File: src/rtl/intc_pkg.sv
// Shared constants of the interrupt controller: sizes and register offsets.
package intc_pkg;
    localparam int unsigned LINE_CNT = 32;
    localparam int unsigned PRIO_W   = 5;
    localparam int unsigned REG_W    = 32;
    localparam int unsigned ADDR_W   = 8;

    localparam logic [7:0] OFS_PEND    = 8'h00;
    localparam logic [7:0] OFS_MASK    = 8'h04;
    localparam logic [7:0] OFS_WIN_IRQ = 8'h10;
    localparam logic [7:0] OFS_WIN_FIQ = 8'h14;
    localparam logic [7:0] OFS_CTRL    = 8'h18;
    localparam logic [7:0] OFS_CFG     = 8'h1C;
    localparam logic [7:0] OFS_SWSET   = 8'h9C;
endpackage

File: src/rtl/intc_line_bank.sv
// Input synchroniser, edge detector and pending register for all lines.
// Assumes line_in is asynchronous; SYNC flops precede the edge compare.
// Within one cycle a set event wins over any clear event on the same line.
module intc_line_bank #(
    parameter int N    = 32,
    parameter int SYNC = 2,
    localparam int IW  = $clog2(N)
) (
    input  logic          clk,
    input  logic          rst_n,
    input  logic [N-1:0]  line_in,
    input  logic [N-1:0]  sense,
    input  logic          pend_wr,
    input  logic [N-1:0]  pend_wdata,
    input  logic          pick_clr,
    input  logic [IW-1:0] pick_idx,
    input  logic          sw_wr,
    input  logic [N-1:0]  sw_wdata,
    output logic [N-1:0]  pend
);
    logic [SYNC-1:0][N-1:0] sync_q;
    logic [N-1:0]           prev_q;
    logic [N-1:0]           cur;
    logic [N-1:0]           sw_one;

    // Synchroniser chain plus one stage holding the previous sample.
    always_ff @(posedge clk) begin
        if (!rst_n) begin
            sync_q <= '0;
            prev_q <= '0;
        end else begin
            sync_q[0] <= line_in;
            for (int k = 1; k < SYNC; k++) sync_q[k] <= sync_q[k-1];
            prev_q <= sync_q[SYNC-1];
        end
    end

    assign cur    = sync_q[SYNC-1];
    // Isolate the lowest set bit of the software-set value.
    assign sw_one = sw_wr ? (sw_wdata & (~sw_wdata + N'(1))) : '0;

    for (genvar g = 0; g < N; g++) begin : g_line
        logic rise_w, fall_w, set_w, clr_w;
        assign rise_w = cur[g] & ~prev_q[g];
        assign fall_w = ~cur[g] & prev_q[g];
        assign set_w  = (sense[g] ? cur[g] : rise_w) | sw_one[g];
        assign clr_w  = (pend_wr & ~pend_wdata[g])
                      | (pick_clr & (pick_idx == IW'(g)) & ~sense[g])
                      | (sense[g] & fall_w);
        // Pending bit update: clears first, then sets.
        always_ff @(posedge clk) begin
            if (!rst_n) pend[g] <= 1'b0;
            else        pend[g] <= (pend[g] & ~clr_w) | set_w;
        end
    end
endmodule

File: src/rtl/intc_prio_arb.sv
// Combinational priority picker: lowest priority value wins, ties go to
// the higher index. Assumes nothing about the candidate set; any=0 means
// no candidate and pick is then 0.
module intc_prio_arb #(
    parameter int N   = 32,
    parameter int PW  = 5,
    localparam int IW = $clog2(N)
) (
    input  logic [N-1:0]         cand,
    input  logic [N-1:0][PW-1:0] prio,
    output logic                 any,
    output logic [IW-1:0]        pick
);
    logic [PW-1:0] best;

    // Linear scan upward; "<=" lets later (higher) indices take ties.
    always_comb begin
        any  = 1'b0;
        pick = '0;
        best = '1;
        for (int i = 0; i < N; i++) begin
            if (cand[i] && (!any || prio[i] <= best)) begin
                any  = 1'b1;
                best = prio[i];
                pick = IW'(i);
            end
        end
    end
endmodule

File: src/rtl/lvl_edge_intc.sv
// Top of the interrupt controller: register decode, line configuration,
// mask, and one armed/latched output stage per class (0 = IRQ, 1 = FIQ).
// Assumes single-cycle word accesses with addr[1:0] = 0; unknown offsets
// read 0 and ignore writes.
module lvl_edge_intc
    import intc_pkg::*;
#(
    parameter int N    = LINE_CNT,
    parameter int PW   = PRIO_W,
    parameter int DW   = REG_W,
    parameter int AW   = ADDR_W,
    parameter int SYNC = 2
) (
    input  logic          clk,
    input  logic          rst_n,
    input  logic [N-1:0]  line_in,
    input  logic          wr_en,
    input  logic          rd_en,
    input  logic [AW-1:0] addr,
    input  logic [DW-1:0] wdata,
    output logic [DW-1:0] rdata,
    output logic          irq_o,
    output logic          fiq_o
);
    localparam int IW = $clog2(N);
    localparam int CW = PW + 2;

    logic [N-1:0][PW-1:0] prio_q;
    logic [N-1:0]         sense_q, route_q, mask_q, pend;
    logic [AW-1:0]        cfg_ofs;
    logic [IW-1:0]        cfg_idx;
    logic                 cfg_hit;
    logic                 wr_pend, wr_mask, wr_ctrl, wr_sw, rd_wirq, rd_wfiq;
    logic [1:0]           out_q, armed_q, any_w, ack_w;
    logic [1:0][IW-1:0]   win_q, pick_w;

    // Address decode of strobes and the configuration window.
    assign cfg_ofs = addr - AW'(OFS_CFG);
    assign cfg_idx = cfg_ofs[IW+1:2];
    assign cfg_hit = (addr >= AW'(OFS_CFG)) && (addr[1:0] == 2'b00)
                   && ({2'b00, cfg_ofs[AW-1:2]} < AW'(N));
    assign wr_pend = wr_en && (addr == AW'(OFS_PEND));
    assign wr_mask = wr_en && (addr == AW'(OFS_MASK));
    assign wr_ctrl = wr_en && (addr == AW'(OFS_CTRL));
    assign wr_sw   = wr_en && (addr == AW'(OFS_SWSET));
    assign rd_wirq = rd_en && (addr == AW'(OFS_WIN_IRQ));
    assign rd_wfiq = rd_en && (addr == AW'(OFS_WIN_FIQ));
    assign ack_w   = wr_ctrl ? wdata[1:0] : 2'b00;

    for (genvar g = 0; g < N; g++) begin : g_cfg
        // Per-line configuration word register.
        always_ff @(posedge clk) begin
            if (!rst_n) begin
                prio_q[g]  <= '0;
                sense_q[g] <= 1'b0;
                route_q[g] <= 1'b0;
            end else if (wr_en && cfg_hit && (cfg_idx == IW'(g))) begin
                prio_q[g]  <= wdata[PW+1:2];
                sense_q[g] <= wdata[1];
                route_q[g] <= wdata[0];
            end
        end
    end

    // Mask register, all lines masked after reset.
    always_ff @(posedge clk) begin
        if (!rst_n)       mask_q <= '1;
        else if (wr_mask) mask_q <= wdata[N-1:0];
    end

    intc_line_bank #(.N(N), .SYNC(SYNC)) u_bank (
        .clk        (clk),
        .rst_n      (rst_n),
        .line_in    (line_in),
        .sense      (sense_q),
        .pend_wr    (wr_pend),
        .pend_wdata (wdata[N-1:0]),
        .pick_clr   (rd_wirq | rd_wfiq),
        .pick_idx   (rd_wfiq ? win_q[1] : win_q[0]),
        .sw_wr      (wr_sw),
        .sw_wdata   (wdata[N-1:0]),
        .pend       (pend)
    );

    for (genvar c = 0; c < 2; c++) begin : g_cls
        logic [N-1:0] cand_w;
        assign cand_w = pend & ~mask_q & ((c == 1) ? route_q : ~route_q);

        intc_prio_arb #(.N(N), .PW(PW)) u_arb (
            .cand (cand_w),
            .prio (prio_q),
            .any  (any_w[c]),
            .pick (pick_w[c])
        );

        // Class stage: latch on armed+candidate, release on acknowledge.
        always_ff @(posedge clk) begin
            if (!rst_n) begin
                armed_q[c] <= 1'b1;
                out_q[c]   <= 1'b0;
                win_q[c]   <= '0;
            end else if ((armed_q[c] || ack_w[c]) && any_w[c]) begin
                armed_q[c] <= 1'b0;
                out_q[c]   <= 1'b1;
                win_q[c]   <= pick_w[c];
            end else if (ack_w[c]) begin
                armed_q[c] <= 1'b1;
                out_q[c]   <= 1'b0;
            end
        end
    end

    assign irq_o = out_q[0];
    assign fiq_o = out_q[1];

    // Read data multiplexer; no side effect here.
    always_comb begin
        rdata = '0;
        if (addr == AW'(OFS_PEND))         rdata[N-1:0]  = pend;
        else if (addr == AW'(OFS_MASK))    rdata[N-1:0]  = mask_q;
        else if (addr == AW'(OFS_WIN_IRQ)) rdata[IW-1:0] = win_q[0];
        else if (addr == AW'(OFS_WIN_FIQ)) rdata[IW-1:0] = win_q[1];
        else if (cfg_hit)
            rdata[CW-1:0] = {prio_q[cfg_idx], sense_q[cfg_idx], route_q[cfg_idx]};
    end
endmodule

File: config.mk
export PLATFORM = sky130hd
export DESIGN_NAME = lvl_edge_intc
export DESIGN_NICKNAME = d
export VERILOG_FILES = /design/src/rtl/intc_pkg.sv /design/src/rtl/intc_line_bank.sv /design/src/rtl/intc_prio_arb.sv /design/src/rtl/lvl_edge_intc.sv
export SDC_FILE = /design/constraint.sdc
export NUM_CORES = 2
export LEC_CHECK = 0
export ABC_AREA = 1
export BUFFER_PORTS_ARGS = -buffer_cell sky130_fd_sc_hd__buf_2
export CAP_MARGIN = 10
export CORE_MARGIN = 2
export CORE_UTILIZATION = 35
export CTS_CLUSTER_SIZE = 14
export DETAILED_ROUTE_END_ITERATION = 7
export SETUP_SLACK_MARGIN = 0.4
export SYNTH_ARGS = -nofsm -noshare
export SYNTH_HDL_FRONTEND = slang
export SYNTH_SLANG_ARGS = --single-unit
File: constraint.sdc
create_clock -name clk -period 74.5 [get_ports clk]
set_input_delay 3.725 -clock clk [delete_from_list [all_inputs] [get_ports clk]]
set_output_delay 3.725 -clock clk [all_outputs]
set_load 0.02 [all_outputs]
Word level (Yosys, flattened, before mapping)

Cells that the tools add are included.
W data, S select, Z words.

Bits in registers: 398
Bits of input ports: 76
Output and inout bits: 34
Logic and storage cells: 1,274

Add/sub/neg operators: 2
Magnitude comparators: 65
Equality and inequality tests: 67
Muxes and demuxes: 245
Bitwise gates (word level): 520
Reduce and logical (&&, ||, !) cells: 237

Operators by type and width:

| operator                | number |
|---|---|
| $mux W5                 | 98 |
| $le A5 B5 Y1            | 62 |
| $and A1 B1 Y1           | 224 |
| $eq A5 B5 Y1 const B    | 32 |
| $not A1 Y1              | 160 |
| $or A1 B1 Y1            | 129 |
| $and A32 B32 Y32        | 4 |
| $mux W1                 | 108 |
| $logic_and A1 B1 Y1     | 105 |
| $not A32 Y32            | 3 |
| $eq A5 B4 Y1 const B    | 16 |
| $logic_or A1 B1 Y1      | 64 |
| $mux W32                | 2 |
| $mux W4                 | 16 |
| $logic_not A1 Y1        | 62 |
| $eq A5 B3 Y1 const B    | 8 |
| $add A32 B1 Y32 const B | 1 |
| $bmux W5 S5             | 1 |
| $mux W25                | 1 |
| $eq A8 B5 Y1 const B    | 3 |
| $mux W3                 | 8 |
| $eq A5 B2 Y1 const B    | 4 |
| $mux W2                 | 7 |
| $mux W7                 | 2 |
| other kinds (12)        | 16 |

Logic depth before layout (Yosys ltp)

Word-level depth: 130
Gate-level depth with buffers: 372

Modules after synthesis

Synthesis repeated with hierarchy kept, for this count alone.

Cell total of the unflattened synthesis: 5,628
Area, all modules: 33,718.6 um^2

By module, submodules not included:

| module                         | instances | cells each | area an instance (um^2) | seq. area each (um^2) |
|---|---|---|---|---|
| lvl_edge_intc                  | 1         | 2,199      | 13,894.6                | 5,405.2 |
| intc_prio_arb (g_cls[0].u_arb) | 1         | 1,289      | 7,175.6                 | 0.0 |
| intc_prio_arb (g_cls[1].u_arb) | 1         | 1,286      | 7,011.7                 | 0.0 |
| intc_line_bank                 | 1         | 854        | 5,636.7                 | 2,562.5 |

Worst setup path before layout

Ideal clock, no wire load.

Path type: flip-flop to flip-flop
Start: reg u_bank.pend[0]
End: reg win_q[4] (netlist bit)
Arrival: 39.959 ns
Data required time: 74.391 ns
Setup slack: 34.432 ns
Stages on the path, launching flop included: 338
Path buffers: 27
Period minus slack after synthesis: 40.068 ns
Path through: dfxtp_1 > inv_2 > nor2_8 > nand2_1 > nor2_1 > ha_1 > and3_2 > a21oi_1 > nand2_2 > nand2_4 > nand2_4 > o21ai_0 > ha_1 > and3_2 > nand3_1 > nand3_2 > clkinv_2 > nand2_2 > (+302 left out) > nand3_1 > o21ai_1 > ha_1 > nand2_1 > inv_1 > nand3_1 > o221ai_1 > nand3_1 > nand4_1 > nand2_1 > inv_1 > nand2_1 > inv_1 > nand2_1 > nor3_1 > nand3_1 > nand2_1 > inv_1

Word-level cells in the longest chain between the ends: 128
Elaborated cells between the ends (all ways): 206

RTL lines:

| item                                                    | line                 | source |
|---|---|---|
| from (decl)                                             | intc_line_bank.sv:19 | `output logic [N-1:0] pend` |
| from (signal, indexed assignment)                       | intc_line_bank.sv:53 | `else pend[g] <= (pend[g] & ~clr_w) \| set_w;` |
| $and A32 B32 Y32 (*) (2 in series)                      | lvl_edge_intc.sv:87  | `assign cand_w = pend & ~mask_q & ((c == 1) ? route_q : ~route_q);` |
| $mux W5 / $mux W1 (equally long branches)               | intc_prio_arb.sv:22  | `if (cand[i] && (!any \|\| prio[i] <= best)) begin` |
| $le A5 B5 Y1 / $logic_not A1 Y1 (equally long branches) | intc_prio_arb.sv:22  |  |
| $logic_or A1 B1 Y1                                      | intc_prio_arb.sv:22  |  |
| $logic_and A1 B1 Y1                                     | intc_prio_arb.sv:22  |  |
| $mux W5 / $mux W1 (equally long branches)               | intc_prio_arb.sv:22  |  |
| $le A5 B5 Y1 / $logic_not A1 Y1 (equally long branches) | intc_prio_arb.sv:22  |  |
| $logic_or A1 B1 Y1                                      | intc_prio_arb.sv:22  |  |
| (+111 left out)                                         | n/a                  |  |
| $logic_or A1 B1 Y1                                      | intc_prio_arb.sv:22  |  |
| $logic_and A1 B1 Y1                                     | intc_prio_arb.sv:22  |  |
| $mux W5 / $mux W1 (equally long branches)               | intc_prio_arb.sv:22  |  |
| $le A5 B5 Y1 / $logic_not A1 Y1 (equally long branches) | intc_prio_arb.sv:22  |  |
| $logic_or A1 B1 Y1                                      | intc_prio_arb.sv:22  |  |
| $logic_and A1 B1 Y1                                     | intc_prio_arb.sv:22  |  |
| $mux W1                                                 | intc_prio_arb.sv:22  |  |
| $logic_and A1 B1 Y1                                     | lvl_edge_intc.sv:102 | `end else if ((armed_q[c] \|\| ack_w[c]) && any_w[c]) begin` |
| to (signal, indexed assignment)                         | lvl_edge_intc.sv:105 | `win_q[c] <= pick_w[c];` |
| to (decl)                                               | lvl_edge_intc.sv:35  | `logic [1:0][IW-1:0] win_q, pick_w;` |

Every way passes the cells marked *; elsewhere a longest branch is shown, timed or not.
A chain may end at the register's enable or synchronous reset.

Worst setup path after layout

Start: reg u_bank.pend[0]
End: reg win_q[9] (netlist bit)

Same word-level chain as after synthesis.

==> impl_summary.md <==
Outcome
The flow ran to the end, and the final reports show no timing, DRC or antenna violations.

Placed design
The final HPWL from detailed placement is 90000 um. The count of buffers added on input and output ports is 109. At the end of routability-driven placement, the weighted congestion stood at 1.00. The cell area reported after detailed placement is 32900 um^2.

Pwr
Summed over all cells, the static leakage comes to 16.6 nW. The maximum VDD drop is 0.0201 mV. Combinational cells account for 8.9% of the total power.

The cell area power density is 14.4 nW/um^2. Internal power comes to 0.364 mW. The proportion of power drawn by flip-flops and latches is 44.4%. The clock power share is 46.7%. In this run switching power makes up 26.3% of total power.

For this design the total switching power over the nets is 0.130 mW.

Setup path
The critical path class is reg -> reg. The delay of the slowest critical-path stage is 470 ps. Counting stages on the worst path, the most repeated cell is sky130_fd_sc_hd__nand2_2. Among all stages on the critical path, the largest delay is contributed by sky130_fd_sc_hd__o21ai_0. The endpoint arrival time on the critical path is 46110 ps.

The largest driver fanout on the critical path is 13. The worst setup path is launched from a flip-flop. STA classifies the critical path endpoint as a flip-flop.

For the worst setup path, the data required time is 74980 ps.

Drt
The remaining design rule violation count is 0. Before antenna repair, the detailed router went through 6 iterations. For this block, the initial DRC count from the detailed router was 3303. The total wire length is 117000 um. The count of vias placed by the detailed router is 33000.

Dividing the detail-routed wire length by the instance count gives 19.1 um. The detail route stage leaves a number of antenna-violating nets equal to 0. Dividing the detail-routed via count by the number of cells gives 5.35.

STA
Setup repair after global routing left no endpoint under its margin. The final total negative setup slack is 0 ps. The final hold violation count is 0. Static timing analysis puts the maximum clock frequency at 21.9 MHz.

The share of the cycle needed by the critical path after routing is 61.3%. The time the worst path needs with I/O delays and setup is 45640 ps. The number of slew-limit violations in the final report is 0. Headroom to the max-slew limit came out at 20.6%.

The clock skew after layout is 30.6 ps. Setup violations remaining at the end of the flow were counted as 0. For the pin with the worst max-slew slack, the measured transition is 1190 ps.

Synthesis
The sequential share of the synthesized area is 24.9%. Of the total synthesized cell area, the portion taken by XOR and XNOR cells is 0.0274%. The post-synthesis share of cell area spent on full adders, half adders and majority gates is 10.0%. Synthesis inferred 398 register bits.

The area of the mapped netlist is 32000 um^2. The fraction of the mapped netlist area in compound gates is 21.2%. Of the post-synthesis cell area, the part taken by muxes is 0%. Of the total synthesized cell area, the portion taken by AND, OR, NAND and NOR gates is 30.2%.

The net count after synthesis is 5308. Averaged over all synthesized cells, the footprint is 6.43 um^2. Of all flip-flops after synthesis, the portion carrying an async set or reset was 0%. By area, the combinational part of the netlist is dominated by simple AND/OR/NAND/NOR gates. The synthesized design contains 0 enable-type register cells. The total number of yosys warnings is 0. In the synthesized netlist, the number of instances is 4975. The leading register cell type out of synthesis is sky130_fd_sc_hd__dfxtp_1. After synthesis, the netlist uses 57 different library cells.

Cells and area
The proportion of layout cells with a drive suffix above 1 is 10.3%. The post-route cell area is 34400 um^2. After the last flow step, the layout net total stands at 5278. The count of fill cells added during filler insertion is 9739. The area growth from synthesis to layout is 7.47%.

CTS
Buffers inserted during clock tree synthesis total 44. The clock net in this run drives a total of 398 sinks. The cell chosen for the clock root is sky130_fd_sc_hd__clkbuf_16. Buffers inserted to repair hold after CTS numbered 0.

Clock latency on the worst-skew pair, taken at its later pin, is 600 ps. The total number of H-tree levels is 2. The clock transition time at the flip-flop clock pins of the worst setup and hold paths is 60 ps. Once the clock tree was built, the setup fixing pass inserted 0 buffers. The number of buffers on the longest clock path is 3. Once the clock tree was built, the resizer swapped 0 gates to a different size. TritonCTS built the clock tree.

Min path
The worst hold-check path type is reg -> reg.

Floorplanning
During I/O placement, the number of pins put on the boundary was 110. The die is 306 um tall. The chip width is 306 um. After floorplanning, the core was divided into 110 placement rows.

The floorplan step defined a die boundary enclosing 93900 um^2. The initial standard-cell utilization of the core is 35.4%. The core region is 90300 um^2.

Global routing
The maximum number of pins on one net before global-route repair is 108. The global-route congestion overflow total is 0. The initial antenna violation count is 11. The first global-routing pass estimated 179000 um of wire. The overall global routing resource usage is 24.3%. The via count of the first global-routing pass is 29800.

Run
The number of max-cap violations is 0.
cells in the mapped netlist, types with 62 or more instances:
cell type	instances	area share [%]
sky130_fd_sc_hd__ha_1	257	10
sky130_fd_sc_hd__inv_1	758	8.9
sky130_fd_sc_hd__dfxtp_1	398	25
sky130_fd_sc_hd__nor3_1	73	1.1
sky130_fd_sc_hd__nand2_1	866	10
sky130_fd_sc_hd__nand3_1	482	7.5
sky130_fd_sc_hd__o21ai_0	639	10
sky130_fd_sc_hd__nand2_2	141	2.8
sky130_fd_sc_hd__nor2_1	315	3.7
sky130_fd_sc_hd__nand4_1	62	1.2
sky130_fd_sc_hd__a21oi_1	365	5.7
sky130_fd_sc_hd__clkbuf_1	145	1.7
cell usage in the layout, fill, tap and decap left out, drive strengths merged, types with 5 or more instances in the layout:
cell type | netlist | final
nand2 | 1049 | 1049
inv | 775 | 778
o21ai | 695 | 695
nand3 | 493 | 493
dfxtp | 398 | 398
a21oi | 367 | 367
nor2 | 358 | 358
ha | 257 | 257
buf | 31 | 139
nor3 | 76 | 76
clkbuf | 180 | 63
nand4 | 62 | 62
a221oi | 40 | 40
o211ai | 40 | 40
a31oi | 38 | 38
a22oi | 21 | 21
and3 | 18 | 18
clkinv | 11 | 16
and2 | 10 | 10
o2111ai | 8 | 8
nor4 | 8 | 8
o22ai | 7 | 7
o311ai | 7 | 7
bufinv | 2 | 7
o221ai | 6 | 6
a31o | 6 | 6
diode | 0 | 5
worst max-delay path: cells and delay by family (launching register included):
kind | cells | cell delay (ps)
buffers and inverters | 57 | 3550
flip-flops | 1 | 370
AND/OR/NAND/NOR | 146 | 15380
adder cells (fa/ha/maj) | 31 | 9200
AO/OA/AOI/OAI | 76 | 16900
area by class of cell:
| type | instances | area, um^2 | area share (%) |
|---|---|---|---|
| Antenna cell | 5 | 12.5 | 0.0364 |
| Clock buffer | 63 | 1270 | 3.70 |
| Clock inverter | 14 | 224 | 0.651 |
| Inverter | 788 | 2990 | 8.70 |
| Multi-Input combinational cell | 3574 | 19700 | 57.2 |
| Sequential cell | 398 | 7970 | 23.2 |
| Tap cell | 1176 | 1470 | 4.28 |
| Timing Repair Buffer | 139 | 783 | 2.28 |
registers in the layout, indices dropped and copies added, names as in the netlist, 32 cells and up:
signal / count
route_q: 32
sense_q: 32
u_bank.cur: 32
prio_q: 160
u_bank.pend: 32
mask_q: 32
u_bank.sync_q: 32
u_bank.prev_q: 32
metal layers:
metal	share of wire [%]	global-route usage [%]	wire length (um)	vias up
li1	-	-	-	16500
met1	46	34.9	53600	14900
met2	42	37.1	49500	1324
met3	8.8	3.35	10400	189
met4	3.4	8.16	3960	4
met5	0.026	0	31	-
per-stage QoR:
| step | instances | power [mW] | utilization, % | setup WS (ps) | hold WS [ps] |
|---|---|---|---|---|---|
| 4_1_cts | 6152 | 0.494 | 38.1 | 29250 | 409 |
| 3_5_place_dp | 6075 | 0.266 | 36.4 | 29380 | 397 |
| 3_3_place_gp | 6074 | 0.266 | 36.4 | 29380 | 395 |
| 5_1_grt | 6152 | 0.508 | 38.1 | 23720 | 425 |
| 2_1_floorplan | 4975 | 0.247 | - | 34430 | 390 |
| 6_report | 6157 | 0.494 | 38.1 | 28860 | 409 |
path summary, 6_finish.rpt:
| path | startpoint | endpoint | slack, ps | cells after the start |
|---|---|---|---|---|
| worst min-delay path | u_bank.sync_q[27] | u_bank.cur[27] | 410 | 2 |
| worst max register to register | u_bank.pend[0] | win_q[9] | 28860 | 310 |
| worst max-delay path | u_bank.pend[0] | win_q[9] | 28860 | 310 |
| worst min register to register | u_bank.sync_q[27] | u_bank.cur[27] | 410 | 2 |
power groups by stage:
stage | registers, mW | clock network (mW) | logic (mW)
after floorplan | 0.222 | 0 | 0.0249
after global placement | 0.224 | 0 | 0.0424
after detailed placement | 0.224 | 0 | 0.0425
after CTS | 0.219 | 0.232 | 0.0426
after global routing | 0.219 | 0.241 | 0.0472
final | 0.219 | 0.231 | 0.0442
logic make-up after synthesis:
family,after synthesis
AND/OR/NAND/NOR,2076
AO/OA/AOI/OAI,1240
buffers and inverters,1003
flip-flops,398
adder cells (fa/ha/maj),257
XOR/XNOR,1
(Power assumes the default switching activity.)
